**src/rtl/fsk_mod_pkg.sv**
```systemverilog
package fsk_mod_pkg;

  localparam real TWO_PI = 6.283185307179586;
  localparam real HALF_TURN = 3.141592653589793;

  // Sine of an angle by power series after folding it into [-pi, pi].
  function automatic real series_sin(input real ang);
    real x;
    real term;
    real acc;
    x = ang;
    while (x > HALF_TURN) x = x - TWO_PI;
    while (x < -HALF_TURN) x = x + TWO_PI;
    term = x;
    acc = x;
    for (int n = 1; n < 16; n++) begin
      term = -term * x * x / ((2.0 * n) * (2.0 * n + 1.0));
      acc = acc + term;
    end
    return acc;
  endfunction

  // Unsigned table entry k of a depth-entry table of width-bit samples.
  function automatic int sine_point(input int k, input int depth, input int width);
    real amp;
    real mid;
    real v;
    mid = real'(1 << (width - 1));
    amp = mid - 1.0;
    v = mid + amp * series_sin(TWO_PI * real'(k) / real'(depth)) + 0.5;
    return int'($floor(v));
  endfunction

endpackage

```
**src/rtl/fsk_bit_sync.sv**
```systemverilog
module fsk_bit_sync #(
  parameter int STAGES = 2
) (
  input  logic clk,
  input  logic rst,
  input  logic d_i,
  output logic q_o
);
  logic [STAGES-1:0] chain_q;

  generate
    if (STAGES == 1) begin : g_one
      always_ff @(posedge clk) begin
        if (rst) chain_q <= '0;
        else     chain_q <= d_i;
      end
    end else begin : g_many
      always_ff @(posedge clk) begin
        if (rst) chain_q <= '0;
        else     chain_q <= {chain_q[STAGES-2:0], d_i};
      end
    end
  endgenerate

  assign q_o = chain_q[STAGES-1];
endmodule

```
**src/rtl/fsk_frac_strobe.sv**
```systemverilog
module fsk_frac_strobe #(
  parameter int unsigned STEP = 1344,
  parameter int unsigned MOD  = 1000000
) (
  input  logic clk,
  input  logic rst,
  input  logic en_i,
  output logic tick_o
);
  localparam int ACC_W = $clog2(2 * MOD);
  localparam logic [ACC_W-1:0] STEP_V = ACC_W'(STEP);
  localparam logic [ACC_W-1:0] MOD_V  = ACC_W'(MOD);

  logic [ACC_W-1:0] acc_q;
  logic [ACC_W-1:0] sum;

  assign sum = acc_q + STEP_V;

  always_ff @(posedge clk) begin
    if (rst) begin
      acc_q  <= '0;
      tick_o <= 1'b0;
    end else if (en_i) begin
      if (sum >= MOD_V) begin
        acc_q  <= sum - MOD_V;
        tick_o <= 1'b1;
      end else begin
        acc_q  <= sum;
        tick_o <= 1'b0;
      end
    end else begin
      tick_o <= 1'b0;
    end
  end

  // the remainder never reaches the modulus
  a_r9_acc_below_mod: assert property (@(posedge clk) disable iff (rst)
    acc_q < MOD_V);
  // a rate of at most half the clock gives isolated ticks
  a_r9_tick_isolated: assert property (@(posedge clk) disable iff (rst)
    tick_o |=> !tick_o);
  // the accumulator is frozen while disabled
  a_r7_acc_frozen: assert property (@(posedge clk) disable iff (rst)
    !en_i |=> $stable(acc_q));
endmodule

```
**src/rtl/fsk_sine_rom.sv**
```systemverilog
module fsk_sine_rom
  import fsk_mod_pkg::*;
#(
  parameter int DEPTH  = 64,
  parameter int DATA_W = 8,
  localparam int ADDR_W = $clog2(DEPTH)
) (
  input  logic              clk,
  input  logic              rst,
  input  logic              clr_i,
  input  logic              rd_i,
  input  logic [ADDR_W-1:0] addr_i,
  output logic [DATA_W-1:0] q_o
);
  localparam logic [DATA_W-1:0] MID = DATA_W'(1 << (DATA_W - 1));

  logic [DATA_W-1:0] tbl [DEPTH];

  generate
    for (genvar g = 0; g < DEPTH; g++) begin : g_entry
      assign tbl[g] = DATA_W'(sine_point(g, DEPTH, DATA_W));
    end
  endgenerate

  // Registered read with a synchronous set to mid-scale.
  always_ff @(posedge clk) begin
    if (rst || clr_i) q_o <= MID;
    else if (rd_i)    q_o <= tbl[addr_i];
  end
endmodule

```
**src/rtl/fsk_table_mod.sv**
```systemverilog
module fsk_table_mod #(
  parameter int          DATA_W      = 8,
  parameter int          DEPTH       = 64,
  parameter int unsigned STEP0       = 1344,
  parameter int unsigned STEP1       = 832,
  parameter int unsigned MOD         = 1000000,
  parameter int          SYNC_STAGES = 2
) (
  input  logic              clk,
  input  logic              rst,
  input  logic              en_i,
  input  logic              bit_i,
  output logic [DATA_W-1:0] sample_o,
  output logic              valid_o
);
  localparam int IDX_W = $clog2(DEPTH);
  localparam logic [IDX_W-1:0] LAST = IDX_W'(DEPTH - 1);
  localparam logic [DATA_W-1:0] MID = DATA_W'(1 << (DATA_W - 1));

  logic             bit_s;
  logic [1:0]       tick;
  logic             adv;
  logic [IDX_W-1:0] idx_q;

  fsk_bit_sync #(.STAGES(SYNC_STAGES)) i_sync (
    .clk (clk),
    .rst (rst),
    .d_i (bit_i),
    .q_o (bit_s)
  );

  generate
    for (genvar t = 0; t < 2; t++) begin : g_tone
      fsk_frac_strobe #(
        .STEP ((t == 0) ? STEP0 : STEP1),
        .MOD  (MOD)
      ) i_div (
        .clk    (clk),
        .rst    (rst),
        .en_i   (en_i),
        .tick_o (tick[t])
      );
    end
  endgenerate

  assign adv = en_i && tick[bit_s];

  always_ff @(posedge clk) begin
    if (rst) begin
      idx_q   <= '0;
      valid_o <= 1'b0;
    end else begin
      valid_o <= adv;
      if (adv) idx_q <= (idx_q == LAST) ? '0 : idx_q + 1'b1;
    end
  end

  fsk_sine_rom #(.DEPTH(DEPTH), .DATA_W(DATA_W)) i_rom (
    .clk    (clk),
    .rst    (rst),
    .clr_i  (!en_i),
    .rd_i   (adv),
    .addr_i (idx_q),
    .q_o    (sample_o)
  );

  // one step per active strobe, wrapping at the end
  a_r4_index_step: assert property (@(posedge clk) disable iff (rst)
    adv |=> (idx_q == (($past(idx_q) == LAST) ? '0 : $past(idx_q) + 1'b1)));
  // no strobe, no index movement (a bit change alone never moves it)
  a_r5_index_hold: assert property (@(posedge clk) disable iff (rst)
    !adv |=> $stable(idx_q));
  // valid is a single-cycle pulse
  a_r6_valid_pulse: assert property (@(posedge clk) disable iff (rst)
    valid_o |=> !valid_o);
  // the sample holds between strobes while enabled
  a_r6_sample_hold: assert property (@(posedge clk) disable iff (rst)
    (en_i && !adv) |=> $stable(sample_o));
  // disabled output rests at mid-scale with no pulse
  a_r7_off_mid: assert property (@(posedge clk) disable iff (rst)
    !en_i |=> (sample_o == MID && !valid_o));
endmodule

```
**config.mk**
```make
export PLATFORM = sky130hd
export DESIGN_NAME = fsk_table_mod
export DESIGN_NICKNAME = d
export VERILOG_FILES = /design/src/rtl/fsk_mod_pkg.sv /design/src/rtl/fsk_bit_sync.sv /design/src/rtl/fsk_frac_strobe.sv /design/src/rtl/fsk_sine_rom.sv /design/src/rtl/fsk_table_mod.sv
export SDC_FILE = /design/constraint.sdc
export NUM_CORES = 1
export LEC_CHECK = 0
export CAP_MARGIN = 10
export CORE_MARGIN = 2
export CORE_UTILIZATION = 63
export CTS_CLUSTER_SIZE = 24
export DETAILED_ROUTE_END_ITERATION = 6
export PLACE_DENSITY = 0.92
export SLEW_MARGIN = 20
export SYNTH_ARGS = -nofsm -noshare
export SYNTH_HDL_FRONTEND = slang
export SYNTH_SLANG_ARGS = --single-unit
```
**constraint.sdc**
```tcl
create_clock -name clk -period 3.7 [get_ports clk]
set_input_delay 0.74 -clock clk [delete_from_list [all_inputs] [get_ports clk]]
set_output_delay 0.74 -clock clk [all_outputs]
set_load 0.01 [all_outputs]
```
# == Word level (Yosys, flattened, before mapping) ==
# Memory sizes are Yosys's and may differ from the RTL's. A register that Yosys moved wholly into a read port is not among the register bits.
# Index checks and enable logic that the tools add are counted.
# W data, S select, Z words.
# op_classes
mux,7
add_sub_neg,5
n_lt_le_gt_ge,3
n_reduce_logical,4
n_bitwise,2
eq_ne,1
# op_table
op,n
$ge A21 B20 Y1 const B,2
$mux W21,2
$sub A21 B20 Y21 const B,2
$add A21 B10 Y21 const B,1
$add A21 B11 Y21 const B,1
$not A6 Y7,1
$add A6 B1 Y6 const B,1
$eq A6 B6 Y1 const B,1
$mux W6,1
$mux W1,4
$lt A1 B2 Y1 const B,1
$reduce_or A2 Y1,1
$logic_and A1 B1 Y1,1
$logic_not A1 Y1,1
$logic_or A1 B1 Y1,1
$not A1 Y1,1
# word_totals
rom_bits,512
output_inout_bits,9
inputBits,4
word_cells,30
n_memories,1
register_bits,53
# mem_list
name,words,word_bits,read_ports,rd_clocked_by_memory_dff,wr,line,source
(name not given),64,8,1,1,0,fsk_sine_rom.sv:28,else if (rd_i) q_o <= tbl[addr_i];

# == Logic depth before layout (Yosys ltp) ==
# Gate-level depths: netlist (run 1).
# logic_depth
word_depth,3
ltp_mapped,12
depth_no_buf,10

# == By module ==
# From an unflattened synthesis (run 1), not the netlist that was laid out.
# hier_totals
hier_cells,609
hier_area_um2,4560.6
# by_module_without_submodules
mod,area_per_inst_um2,cells_per_inst,n_inst,seq_area_each_um2
fsk_frac_strobe at g_tone[0].i_div,1555.2,211,1,320.3
fsk_frac_strobe at g_tone[1].i_div,1491.4,195,1,320.3
fsk_sine_rom,1101.1,157,1,160.2
fsk_table_mod,360.3,42,1,140.1
fsk_bit_sync,52.6,4,1,40.0

# == Worst setup path before layout (run 1) ==
# Ideal clock, no wire load.
# synth_path
kind,register -> register
start,register g_tone[1].i_div.acc_q[8]
end,register g_tone[1].i_div.acc_q[11]
synth_period_minus_slack_ns,2.965
path_slack_ns,0.735
path_stages_with_launch,12
path_buffers,1
arrival_ns,2.844
setup_time_ns,0.121
t_required_ns,3.579
cell_sequence,dfxtp_1 clkbuf_1 inv_1 ha_1 a21boi_2 mux2i_1 o22ai_1 a21oi_1 o21a_1 o21ai_0 mux2i_1 mux2_2
# synth_via
elab_chain_len,3
word_cells_on_any_way,4
classes_between,add/sub (2); order compare (1); mux (1)
# synth_lines
item,line,source
from (decl),fsk_frac_strobe.sv:14,logic [ACC_W-1:0] acc_q;
from (signal assigned),fsk_frac_strobe.sv:25,acc_q <= sum - MOD_V;
from (signal assigned),fsk_frac_strobe.sv:28,acc_q <= sum;
$add A21 B10 Y21 *,fsk_frac_strobe.sv:17,assign sum = acc_q + STEP_V;
$sub A21 B20 Y21 / $ge A21 B20 Y1 (equally long branches),"fsk_frac_strobe.sv:25, fsk_frac_strobe.sv:24",
$mux W21 *,fsk_frac_strobe.sv:24,if (sum >= MOD_V) begin
# Mark *: on every way between the ends. The rest lies on a longest branch, timed or not.
# A chain may end at the register's enable or synchronous reset.

# == Worst setup path after layout (run 1) ==
# layout_path
start,register g_tone[1].i_div.acc_q[8]
end,register g_tone[1].i_div.acc_q[13]
# The elaborated chain is that of the path after synthesis.

==> flow_results.org, run 1 <==
** Power and ir drop
- VDD IR max :: 0.000164 V
- In this run the power spent charging and discharging nets is 0.376 mW.
- In this run, the clock network consumes 28.2% of the power.
- Power density over the cells :: 250 mW/mm²
- Switching Share :: 32.8%
- Combinational share of power :: 21.1%
- Summed over all cells, the static leakage comes to 1.63 nW.
- The internal portion of the total power is 0.770 mW.
- Registers are responsible for 50.7% of the overall power.

** Global routing
- Global routing finished with a remaining overflow of 0.
- Wire length of the first global-routing pass :: 18,800 µm
- For this run, the total global-route usage over all layers was measured as 29.9%.
- Global Route met3 Usage :: 5.00%
- The initial antenna violation count came to 0.
- Grt peak-use layer :: met2
- The number of global-route vias before repair was 4,138.
- Entering global routing, the biggest net connects 36 pins.
- Global routing consumed, on the met2 layer, 51.2% of the routing resources.
- Met1 Resource Use GR :: 38.0%

** Worst setup path
- Peak per-stage delay on the critical path :: 0.53 ns
- Largest fanout of any net on the critical path :: 10
- The worst setup path is of the reg -> reg kind.
- Cell depth of the worst flop-to-flop path :: 10
- Data required time of the critical path :: 3.91 ns
- Critical path capture point type :: register
- The cell that appears most often on the critical path is sky130_fd_sc_hd__mux2i_1.
- Worst path bufs/invs :: 1
- Grouping stages by cell kind, the critical path spends the most delay in compound AO/OA/AOI/OAI gates.
- Data arrival at the endpoint of the critical path :: 3.60 ns
- Critical-path top delay cell :: sky130_fd_sc_hd__dfxtp_1
- Cells along the critical path :: inv_1 -> ha_1 -> a21boi_2 -> mux2i_1 -> o22ai_1 -> a21oi_1 -> o21a_1 -> o21ai_0 -> mux2i_1 -> mux2_2
- In this run the number of cells on the critical path is 10.
- Critical path launch point type :: register

** Placement
- The wire-length estimate of the detail-placed layout is 7840 µm.
- Count of input and output buffers :: 12
- Routability-driven placement finished with a final weighted congestion of 0.950.
- Instance area at placement :: 0.00450 mm²

** Route
- Detailed-router iteration count before antenna repair :: 6
- In the routed layout, each cell is associated on average with a via count of 6.85.
- Wirelength, routed :: 11,200 µm
- Summing over every cut layer, the via total after detailed routing is 4,576.
- For this block, the initial DRC count from the detailed router was 531.
- After detailed routing, the average wire length per cell comes to 16.8 µm.
- Remaining antenna violation count :: 0
- Number of remaining DRC errors :: 0

** Synthesis
- Number of enable flip-flop cells after synthesis :: 0
- By count the netlist is led by sky130_fd_sc_hd__nor2_1 (65), sky130_fd_sc_hd__a21oi_1 (54), sky130_fd_sc_hd__nand2_1 (50).
- After synthesis, the largest area contributor takes up 22.3% of total cell area.
- Combinational family with the most area after synthesis :: compound AO/OA/AOI/OAI gates
- Counting distinct cell types in the post-synthesis netlist gives 72.
- Fraction of the yosys area taken by sequential cells :: 22.3%
- Synthesis produced 604 cells.
- The synthesized design contains 49 register bits.
- Summing every instance area after synthesis gives 0.00440 mm².
- Among all flip-flop cells after synthesis, the most frequent one is sky130_fd_sc_hd__dfxtp_1.
- Synthesis produced a netlist with a net count of 621.
- Arithmetic-cell share of the synthesized area counting full adders, half adders and majority gates :: 3.93%
- Multiplexer cells account for 8.82% of the synthesized area.
- After Yosys synthesis, XOR and XNOR cells account for 4.16% of the synthesized area.
- Count leader, synth :: sky130_fd_sc_hd__nor2_1
- Largest area contributor in the synthesized netlist :: sky130_fd_sc_hd__dfxtp_1
- Compound-gate portion of the synthesized area :: 28.8%
- In the synthesized netlist the async set-or-reset flop fraction comes to 0%.
- A synthesized cell averages 7.28 µm².
- After Yosys synthesis, and, or, nand and nor cells account for 25.3% of the synthesized area.
- Number of warning messages in the yosys log :: 0
- Ranked by total cell area, the synthesized netlist is headed by sky130_fd_sc_hd__dfxtp_1 (22%), sky130_fd_sc_hd__a21oi_1 (6.1%), sky130_fd_sc_hd__nor2_1 (5.6%), sky130_fd_sc_hd__nand2_1 (4.3%), sky130_fd_sc_hd__mux2_2 (4.1%).

** Status
- Outcome :: complete, no violations

** Floorplan
- For this configuration, the core starts out at a cell density of 65.1%.
- CORE AREA :: 0.00676 mm²
- Die span in x :: 87.5 µm
- The die is 87.5 µm tall.
- Number of rows in the core area :: 30
- Boundary Pins :: 13
- The die covers 0.00766 mm².

** STA
- Final worst clock skew :: 0.00847 ns
- Final number of max-transition violations :: 0
- Final critical path time including I/O delays and setup :: 3.39 ns
- Number of hold violations in the final report :: 0
- Setup repair after global routing left no endpoint under its margin.
- Slew @ Worst Pin :: 0.822 ns
- Timing would allow up to 295 MHz.
- In this run the tightest slew margin relative to its limit is 44.8%.
- After layout, the worst path uses 91.7% of the clock period.
- Number of setup violations in the final report :: 0
- Setup Total Neg Slack :: 0 ns

** Clock network
- Number of gates resized after CTS :: 0
- Clock-pin slew was measured on the worst setup and hold paths at 0.09 ns.
- CTS Hold Bufs :: 0
- Num CTS Buffers :: 5
- CTS tree :: built
- Clock Tree Root :: sky130_fd_sc_hd__clkbuf_8
- CTS built an H-tree with a depth of 2.
- The tree built by TritonCTS fans out to 49 sinks.
- The clock passes through at most 2 buffers.
- The later pin in the worst-skew pair is clocked with a latency of 0.31 ns.
- Post-CTS setup repair buffer count :: 0

** Cells and area
- Signed area change from the synthesized netlist to the final layout :: 4.36%
- Antenna Diode Count :: 0
- Measured on the finished design, the core utilization comes to 67.9%.
- # nets final :: 604
- Post-Layout Inst Area :: 0.00459 mm²
- Of the cells placed in the final design, the portion with a size suffix greater than 1 is 8.67%.

** Hold path
- The path class of the tightest hold or removal check is reg -> reg.
- Hold Crit Depth :: 2

** Run
- The tool flagged a number of max-cap violations equal to 0.
==> metal layers <==
| layer | routed length, µm | vias up | part of all wire, % |
|---|---|---|---|
| met3 | 916 | 33 | 8.2 |
| met2 | 5480 | 251 | 49 |
| li1 | - | 2175 | - |
| met1 | 4600 | 2117 | 41 |
| met4 | 223 | 0 | 2.0 |
| met5 | 0 | - | 0 |
==> cell type report <==
type / count / area (µm²)
clock buffers: 7 / 76.3
clock inverters: 1 / 7.51
fillers: 574 / 2170
inverters: 23 / 86.3
multi-input cells: 483 / 3120
flip-flops and latches: 49 / 981
well taps: 80 / 100
repair buffers: 25 / 213
==> flip-flops by register name, indices dropped and copies added, names as in the netlist <==
signal and cells:
valid_o 1, idx_q 6, g_tone.i_div.acc_q 30, g_tone.i_div.tick_o 2, i_rom.q_o 8, i_sync.chain_q 2
==> final timing paths <==
| check | start | slack, ns | end |
|---|---|---|---|
| worst min-delay path | i_rom.q_o[3] | 0.46 | i_rom.q_o[3] |
| worst min register to register | i_rom.q_o[3] | 0.46 | i_rom.q_o[3] |
| worst max register to register | g_tone[1].i_div.acc_q[8] | 0.31 | g_tone[1].i_div.acc_q[13] |
| worst max-delay path | g_tone[1].i_div.acc_q[8] | 0.31 | g_tone[1].i_div.acc_q[13] |
==> power by group through the flow <==
stage / combinational [mW] / clock [mW] / sequential, mW
after global placement: 0.224 / 0 / 0.589
after floorplan: 0.204 / 0 / 0.565
after detailed placement: 0.232 / 0 / 0.591
final: 0.242 / 0.323 / 0.581
after global routing: 0.264 / 0.348 / 0.585
after CTS: 0.234 / 0.326 / 0.579
==> layout by cell type (no fill, tap or decap), types with 3 or more instances in the layout <==
| cell type | n |
|---|---|
| sky130_fd_sc_hd__nor2_1 | 65 |
| sky130_fd_sc_hd__a21oi_1 | 54 |
| sky130_fd_sc_hd__nand2_1 | 50 |
| sky130_fd_sc_hd__dfxtp_1 | 49 |
| sky130_fd_sc_hd__o21ai_0 | 34 |
| sky130_fd_sc_hd__nor3_1 | 20 |
| sky130_fd_sc_hd__inv_1 | 19 |
| sky130_fd_sc_hd__nand3_1 | 18 |
| sky130_fd_sc_hd__mux2i_1 | 17 |
| sky130_fd_sc_hd__nor2b_1 | 16 |
| sky130_fd_sc_hd__xnor2_1 | 16 |
| sky130_fd_sc_hd__mux2_2 | 16 |
| sky130_fd_sc_hd__a211oi_1 | 15 |
| sky130_fd_sc_hd__ha_1 | 13 |
| sky130_fd_sc_hd__buf_4 | 13 |
| sky130_fd_sc_hd__nand4_1 | 11 |
| sky130_fd_sc_hd__clkdlybuf4s50_1 | 11 |
| sky130_fd_sc_hd__o211ai_1 | 10 |
| sky130_fd_sc_hd__a31oi_1 | 8 |
| sky130_fd_sc_hd__o22ai_1 | 8 |
| sky130_fd_sc_hd__o21a_1 | 8 |
| sky130_fd_sc_hd__or3_1 | 6 |
| sky130_fd_sc_hd__and3_1 | 6 |
| sky130_fd_sc_hd__a221oi_1 | 6 |
| sky130_fd_sc_hd__nand2b_1 | 5 |
| sky130_fd_sc_hd__clkbuf_8 | 5 |
| sky130_fd_sc_hd__nor3b_1 | 4 |
| sky130_fd_sc_hd__a211o_1 | 4 |
| sky130_fd_sc_hd__clkinv_1 | 4 |
| sky130_fd_sc_hd__a32o_1 | 4 |
| sky130_fd_sc_hd__or4_1 | 3 |
| sky130_fd_sc_hd__nor4_1 | 3 |
| sky130_fd_sc_hd__xor2_1 | 3 |
| sky130_fd_sc_hd__and2_1 | 3 |
| sky130_fd_sc_hd__and4_1 | 3 |
| sky130_fd_sc_hd__a21o_1 | 3 |
| sky130_fd_sc_hd__nor4b_1 | 3 |
| sky130_fd_sc_hd__a21boi_0 | 3 |
| sky130_fd_sc_hd__a22oi_1 | 3 |
| sky130_fd_sc_hd__o311ai_0 | 3 |
==> kinds of logic after synthesis <==
family / count (synthesis)
AOI/OAI and AO/OA: 190
xor gates and xnor gates: 20
adders and majority gates: 14
buffers and inverters: 72
DFF: 49
muxes: 35
and+or+nand+nor: 224
==> per-stage QoR <==
step	instances	total power, mW	hold WS [ns]	worst slack (ns)
floorplan	604	0.769	0.414	0.735
global placement	660	0.813	0.440	0.521
detailed placement	660	0.823	0.450	0.438
CTS	668	1.14	0.462	0.396
global route	668	1.20	0.481	0.0828
finish	668	1.15	0.459	0.305
==> worst min-delay path, cell delays in order (launching register included) <==
cell                      delay (ns)
sky130_fd_sc_hd__dfxtp_1        0.32
sky130_fd_sc_hd__nand2_1        0.05
sky130_fd_sc_hd__a21oi_1        0.05
Power figures use the tool's default switching activity.
==> run 2, diff against run 1 <==
--- a/config.mk
+++ b/config.mk
@@ -10,6 +10,8 @@
 export CORE_UTILIZATION = 63
 export CTS_CLUSTER_SIZE = 24
 export DETAILED_ROUTE_END_ITERATION = 6
+export GPL_TIMING_DRIVEN = 0
+export MAX_ROUTING_LAYER = met4
 export PLACE_DENSITY = 0.92
 export SLEW_MARGIN = 20
 export SYNTH_ARGS = -nofsm -noshare
==> flow_results.org, run 2 (synthesis gave the netlist of run 1 again) <==
** STA
- Number of hold violations in the final report :: 0 (unchanged)
- Slew @ Worst Pin :: 0.710 ns (-0.112 ns)
- The final-layout worst hold slack came to 0.456 ns (-0.00335 ns).
- The final-layout setup total negative slack was 0 ns (unchanged).
- Number of setup violations in the final report :: 0 (unchanged)
- Final critical path time including I/O delays and setup :: 3.50 ns (+0.103 ns)
- The worst-case clock skew is 0.00654 ns (-0.00193 ns).
- Share of the clock period used by the worst path :: 94.5% (+2.8 points)
- RSZ-0062 raised after global routing :: no
- The max-slew violation total from the final report came to 0 (unchanged).
- The worst-case headroom to the max-slew limit was 52.7% (+7.9 points).
- The fmax was 286 MHz (-2.9%).

** Power and ir drop
- VDD IR max :: 0.000147 V (-10%)
- The overall power came to 1.24 mW (+7.9%).
- The leakage power figure was 1.68 nW (+3.2%).
- Power density over the cells :: 262 mW/mm² (+4.9%)

** Clock network
- Clock Tree Root :: sky130_fd_sc_hd__clkbuf_8
- Clk Latency, worst-skew pair :: 0.31 ns (about the same)
- CTS H-tree depth :: 2 (unchanged)
- Sinks on the clock net :: 49 (unchanged)
- Post-CTS setup repair buffer count :: 0 (unchanged)
- Num CTS Buffers :: 5 (unchanged)
- The clock-pin slew on the worst setup and hold paths came to 0.10 ns (about the same).
- CTS tree :: built
- The worst-case clock buffer depth was 2 (unchanged).

** Cells and area
- Registers with the most flip-flops :: g_tone.i_div.acc_q (30), i_rom.q_o (8), idx_q (6)
- Relative to the synthesized area, the layout overhead comes to 7.34%.
- Flip-flop count of the largest register after layout :: 30 (unchanged)
- The final net count came to 638 (+5.6%).
- The antenna diode count was 0 (unchanged).
- Final Instance Count excl. Fillers :: 702 (+5.1%)
- Leaving out fill and tap cells, the most frequent cell in the layout is sky130_fd_sc_hd__nor2_1.
- The register with the most flip-flops in the final layout is g_tone.i_div.acc_q.
- Proportion of layout cells with a drive suffix above 1 :: 8.20% (-0.47 points)
- Leaving out fill and tap cells, the most frequent cells in the layout are sky130_fd_sc_hd__nor2_1 (65), sky130_fd_sc_hd__a21oi_1 (53), sky130_fd_sc_hd__nand2_1 (50).

** Placement
- The final weighted congestion in routability-driven placement is 1.04 (+9.9%).
- The estimated wirelength of the detail-placed design is 9060 µm (+16%).
- The number of cells after detailed placement came to 695 (+5.3%).
- The quantity of I/O buffers inserted on ports came to 11 (-1).

** Global routing
- The initial antenna violation count came to 0 (unchanged).
- GRT overflow :: 0 (unchanged)
- The first-pass GRT wire length was 20,700 µm (+10%).
- The pin count of the biggest net entering global routing came to 17 (-53%).
- The overall track demand over capacity in global routing came to 34.3% (+4.4 points).
- Vias in the first global route :: 4,459 (+7.8%)

** Hold path
- Hold Crit Depth :: 2 (unchanged)
- The tightest min-delay check is of the reg -> reg type.
- End of the worst hold path :: i_rom.q_o[2]
- In this run the most critical hold path is launched from i_rom.q_o[2].

** Worst setup path
- The worst setup path is launched from a register.
- The setup slack on the worst flop-to-flop path was 0.20 ns (-0.10 ns).
- The worst endpoint data arrival time is 3.71 ns (+0.11 ns).
- R2R Path Start :: g_tone[0].i_div.acc_q[7]
- Setup CP Type :: reg -> reg
- Data required time of the critical path :: 3.91 ns (about the same)
- In this run the critical register-to-register path is captured at g_tone[0].i_div.acc_q[14].
- Cell depth of the worst flop-to-flop path :: 11 (+1)
- Critical path capture point type :: register
- Largest fanout of any net on the critical path :: 10 (unchanged)

** Route
- Number of remaining DRC errors :: 5 (+5)
- The count of TritonRoute iterations in the first routing pass was 7 (+1).
- The routed wire length per instance came to 18.3 µm (+8.8%).
- The number of DRC markers in iteration 0 is 553 (+4.1%).
- The detailed-route wire length came to 12,800 µm (+14%).
- Remaining antenna violation count :: 0 (unchanged)
- The via count came to 4,891 (+6.9%).
- The ratio of routed vias to standard cells is 6.97 (+1.7%).

** Floorplan
- The total I/O pin count came to 13 (unchanged).
- The width of the die is 87.5 µm (unchanged).
- Full die area :: 0.00766 mm² (unchanged)
- CORE AREA :: 0.00676 mm² (unchanged)
- The die height came to 87.5 µm (unchanged).
- Number of rows in the core area :: 30 (unchanged)
- Effective utilization at floorplan :: 65.1% (unchanged)

** Status
- Outcome :: finished, violations left
- Violated checks :: design-rule violations

** Run
- The number of max-cap violations was 0 (unchanged).
## run 2: area by class of cell
type,instances,area [µm²]
Multi-Input combinational cell,483,3130
Buffer,48,201
Fill cell,566,2040
Sequential cell,49,981
Inverter,23,86.3
Clock buffer,5,68.8
Clock inverter,3,43.8
Timing Repair Buffer,11,110
Tap cell,80,100
## run 2: stage by stage
step	worst slack (ns)	util (%)	instance area (µm²)
3_3_place_gp	0.319	68.2	4610
4_1_cts	0.205	69.8	4720
3_5_place_dp	0.230	68.2	4610
6_report	0.203	69.8	4720
2_1_floorplan	0.735	-	4400
5_1_grt	0.00248	69.8	4720
## run 2: worst max path at each step
stage,from,endpoint,slack [ns],cells past startpoint
floorplan,g_tone[1].i_div.acc_q[8],g_tone[1].i_div.acc_q[11],0.73,11
global placement,g_tone[1].i_div.acc_q[8],g_tone[1].i_div.acc_q[11],0.32,11
detailed placement,g_tone[1].i_div.acc_q[8],g_tone[1].i_div.acc_q[11],0.23,11
CTS,g_tone[1].i_div.acc_q[8],g_tone[1].i_div.acc_q[11],0.21,11
global route,g_tone[0].i_div.acc_q[7],g_tone[0].i_div.acc_q[10],0.002,11
finish,g_tone[0].i_div.acc_q[7],g_tone[0].i_div.acc_q[14],0.20,11
## run 2: layer usage
| metal | global-route usage (%) | part of all wire [%] | vias to the layer above |
|---|---|---|---|
| met5 | - | 0 | - |
| met4 | 14.3 | 4.0 | 0 |
| met3 | 5.28 | 9.3 | 78 |
| met2 | 54.9 | 47 | 318 |
| met1 | 43.1 | 40 | 2249 |
| li1 | - | - | 2246 |
## run 2: timing repair
action                                  in CTS  in global routing
resized for setup                            0                  2
endpoints found under the setup margin       0                  5
hold buffers                                 0                  0
## run 2: critical path: stages, from the launching register on
cell and delay, ns:
sky130_fd_sc_hd__dfxtp_1 0.47, sky130_fd_sc_hd__ha_1 0.19, sky130_fd_sc_hd__buf_4 0.17, sky130_fd_sc_hd__o21ai_2 0.16, sky130_fd_sc_hd__a211o_1 0.39, sky130_fd_sc_hd__or3_4 0.41
sky130_fd_sc_hd__xor2_2 0.38, sky130_fd_sc_hd__o2111ai_2 0.27, sky130_fd_sc_hd__buf_2 0.27, sky130_fd_sc_hd__a21o_1 0.18, sky130_fd_sc_hd__a21oi_1 0.16, sky130_fd_sc_hd__mux2_2 0.35
## run 2: where the power goes
part           leakage, nW  switching, mW  internal, mW  total, mW
clock network       0.0585          0.199         0.203      0.402
logic                 1.23          0.180        0.0933      0.274
registers            0.398         0.0157         0.544      0.560
==> run 3, diff against run 2 <==
--- a/config.mk
+++ b/config.mk
@@ -13,6 +13,7 @@
 export GPL_TIMING_DRIVEN = 0
 export MAX_ROUTING_LAYER = met4
 export PLACE_DENSITY = 0.92
+export REMOVE_ABC_BUFFERS = 1
 export SLEW_MARGIN = 20
 export SYNTH_ARGS = -nofsm -noshare
 export SYNTH_HDL_FRONTEND = slang
==> flow_results.org, run 3 (synthesis gave the netlist of run 1 again) <==
** Cells and area
- The antenna diode count is 0 (unchanged).
- Registers with the most flip-flops :: g_tone.i_div.acc_q (30), i_rom.q_o (8), idx_q (6)
- The final net count came to 592 (-7.2%).
- Proportion of layout cells with a drive suffix above 1 :: 7.64% (-0.56 points)
- In the layout the commonest cells are sky130_fd_sc_hd__nor2_1 (65), sky130_fd_sc_hd__a21oi_1 (54), sky130_fd_sc_hd__nand2_1 (49).
- Leaving out fill and tap cells, the most frequent cell in the layout is sky130_fd_sc_hd__nor2_1.
- Largest register by flop count :: g_tone.i_div.acc_q
- Flip-flop count of the largest register after layout :: 30 (unchanged)
- The area growth from synthesis to layout is 4.30%.

** Placement
- The estimated wirelength of the detail-placed design is 7430 µm (-18%).
- Worst slack at placement :: -0.153 ns (-0.382 ns)
- The final weighted congestion in routability-driven placement is 0.959 (-8.1%).
- The quantity of I/O buffers inserted on ports was 12 (+1).

** Worst setup path
- The worst setup path is captured at a register.
- The worst endpoint data arrival time was 3.73 ns (+0.02 ns).
- The worst register-to-register path begins at g_tone[0].i_div.acc_q[6].
- Data required time of the critical path :: 3.90 ns (about the same)
- Critical path origin :: g_tone[0].i_div.acc_q[6]
- STA classifies the critical path startpoint as a register.
- Largest fanout of any net on the critical path :: 15 (+5)
- The critical path in this run is classified as reg -> reg.

** Hold path
- In this run the most critical hold path is launched from i_rom.q_o[2].
- In this run the worst hold path is classified as reg -> reg.

** Clock network
- CTS Hold Bufs :: 0 (unchanged)
- Num CTS Buffers :: 5 (unchanged)
- CTS placed an instance of sky130_fd_sc_hd__clkbuf_8 at the clock tree root.
- The H-tree depth was 2 (unchanged).
- Maximum root-to-sink buffer count :: 2 (unchanged)
- The clock-pin slew on the worst setup and hold paths is 0.10 ns (about the same).
- Sinks on the clock net :: 49 (unchanged)
- CTS tree :: built
- Clk Latency, worst-skew pair :: 0.31 ns (about the same)

** Power and ir drop
- Net Sw Power :: 0.380 mW (-3.7%)
- The leakage power figure came to 1.61 nW (-4.5%).
- Combinational share of power :: 18.3% (-3.8 points)
- The largest vdd supply drop was 0.000207 V (+41%).
- Switching Share :: 30.9% (-1.1 points)
- The share of total power in the clock network was 33.9% (+1.4 points).
- Design internal power :: 0.851 mW (+1.3%)
- Part of the total power dissipated in sequential elements :: 47.7% (+2.4 points)
- Power density over the cells :: 269 mW/mm² (+2.6%)

** Floorplan
- Full die area :: 0.00766 mm² (unchanged)
- Effective utilization at floorplan :: 65.1% (unchanged)
- The total I/O pin count is 13 (unchanged).
- The width of the die is 87.5 µm (unchanged).
- The placeable core region is 0.00676 mm² (unchanged).
- The number of cell rows was 30 (unchanged).
- Die outline height :: 87.5 µm (unchanged)

** STA
- The worst-case clock skew came to 0.0100 ns (+0.00347 ns).
- The slew at the pin closest to its max-slew limit is 1.06 ns (+0.349 ns).
- The final critical-path share of the clock period is 95.2% (+0.65 points).
- The max-slew violation total from the final report came to 0 (unchanged).
- The final-report hold violation count came to 0 (unchanged).
- The final-layout worst hold slack is 0.463 ns (+0.00709 ns).
- Setup repair after global routing left no endpoint under its margin.
- Maximum clock frequency :: 284 MHz (-0.69%)
- Least setup slack across all paths after layout :: 0.179 ns (-0.0242 ns)
- The number of setup violations in the final report is 0 (unchanged).
- Worst slew margin relative to its limit :: 29.3% (-23 points)
- Final critical path time including I/O delays and setup :: 3.52 ns (+0.0242 ns)

** Status
- Outcome :: complete, no violations

** Route
- The routed wire length per instance is 16.7 µm (-8.3%).
- The ratio of routed vias to standard cells is 6.85 (-1.7%).
- Detailed-router iteration count before antenna repair :: 5 (-2)
- Total via count in the routed design :: 4,495 (-8.1%)
- DR iter-0 viols :: 529 (-4.3%)
- Number of remaining DRC errors :: 0 (-5)
- Wirelength, routed :: 11,000 µm (-14%)
- Remaining antenna violation count :: 0 (unchanged)

** Run
- The number of max-cap violations was 0 (unchanged).

** Global routing
- The number of global-route vias before repair is 3,930 (-12%).
- The overall track demand over capacity in global routing was 29.7% (-4.6 points).
- The pin count of the biggest net entering global routing was 34 (+17).
- Wire length of the first global-routing pass :: 18,300 µm (-12%)
- GRT overflow :: 0 (unchanged)
- The initial antenna violation count came to 0 (unchanged).
[run 3: cell count changes in the layout (fill, tap and decap cells not counted), sizes merged]
cell,previous run,this run
buf,16,2
clkbuf,37,6
clkdlybuf4s50,11,10
clkinv,5,4
clkinvlp,0,1
dlymetal6s2s,0,1
inv,20,19
[run 3: path summary, 6_finish.rpt]
check,end,slack [ns],cells past startpoint
min,i_rom.q_o[2],0.46,2
max reg2reg,g_tone[0].i_div.acc_q[9],0.18,10
min reg2reg,i_rom.q_o[2],0.46,2
max,g_tone[0].i_div.acc_q[9],0.18,10
[run 3: worst max-delay path, stage by stage (launching register included)]
cell and delay (ns):
sky130_fd_sc_hd__dfxtp_1 0.51, sky130_fd_sc_hd__inv_1 0.11, sky130_fd_sc_hd__ha_1 0.33, sky130_fd_sc_hd__nor2b_1 0.27, sky130_fd_sc_hd__nand2_1 0.20, sky130_fd_sc_hd__nor4_1 0.59, sky130_fd_sc_hd__o21a_1 0.24, sky130_fd_sc_hd__o2111ai_4 0.27
sky130_fd_sc_hd__and4_1 0.33, sky130_fd_sc_hd__nor3_1 0.20, sky130_fd_sc_hd__mux2_2 0.35
[run 3: what timing repair did]
| item | CTS | global route |
|---|---|---|
| endpoints found under the setup margin | 2 | 10 |
| setup buffers | 0 | 0 |
| pin swaps | 0 | 0 |
| resized for setup | 1 | 4 |
| endpoints found under the hold margin | 0 | 0 |
[run 3: final cells by class]
type / count / area, µm²
clock buffers: 6 / 82.6
clock inverters: 2 / 37.5
well taps: 80 / 100
multi-input cells: 483 / 3150
flip-flops and latches: 49 / 982
inverters: 23 / 86.3
fillers: 557 / 2170
repair buffers: 13 / 145
[run 3: metrics by stage]
stage          utilization (%)  instance area (µm²)  cells  setup TNS, ns  total power, mW
2_1_floorplan                -                 4190    555              0            0.747
6_report                  67.9                 4580    656              0             1.23
4_1_cts                   67.6                 4560    656              0             1.23
3_3_place_gp              65.3                 4410    647         -0.124            0.805
5_1_grt                   67.9                 4580    656              0             1.28
3_5_place_dp              65.6                 4430    648         -0.212            0.817
[run 3: power groups by stage]
stage                     clock network, mW  logic, mW  registers [mW]
final                                 0.418      0.226           0.588
after global routing                  0.445      0.246           0.594
after CTS                             0.420      0.220           0.586
after detailed placement                  0      0.218           0.599
after global placement                    0      0.209           0.596
after floorplan                           0      0.160           0.587
[run 3: routing by layer]
layer | share of wire (%) | track usage (%) | up-vias | routed length, µm
met5 | 0 | - | - | 0
met4 | 2.5 | 10.8 | 0 | 278
met3 | 8.8 | 4.15 | 34 | 965
met2 | 47 | 46.3 | 254 | 5160
met1 | 42 | 39.4 | 2044 | 4590
li1 | - | - | 2163 | -
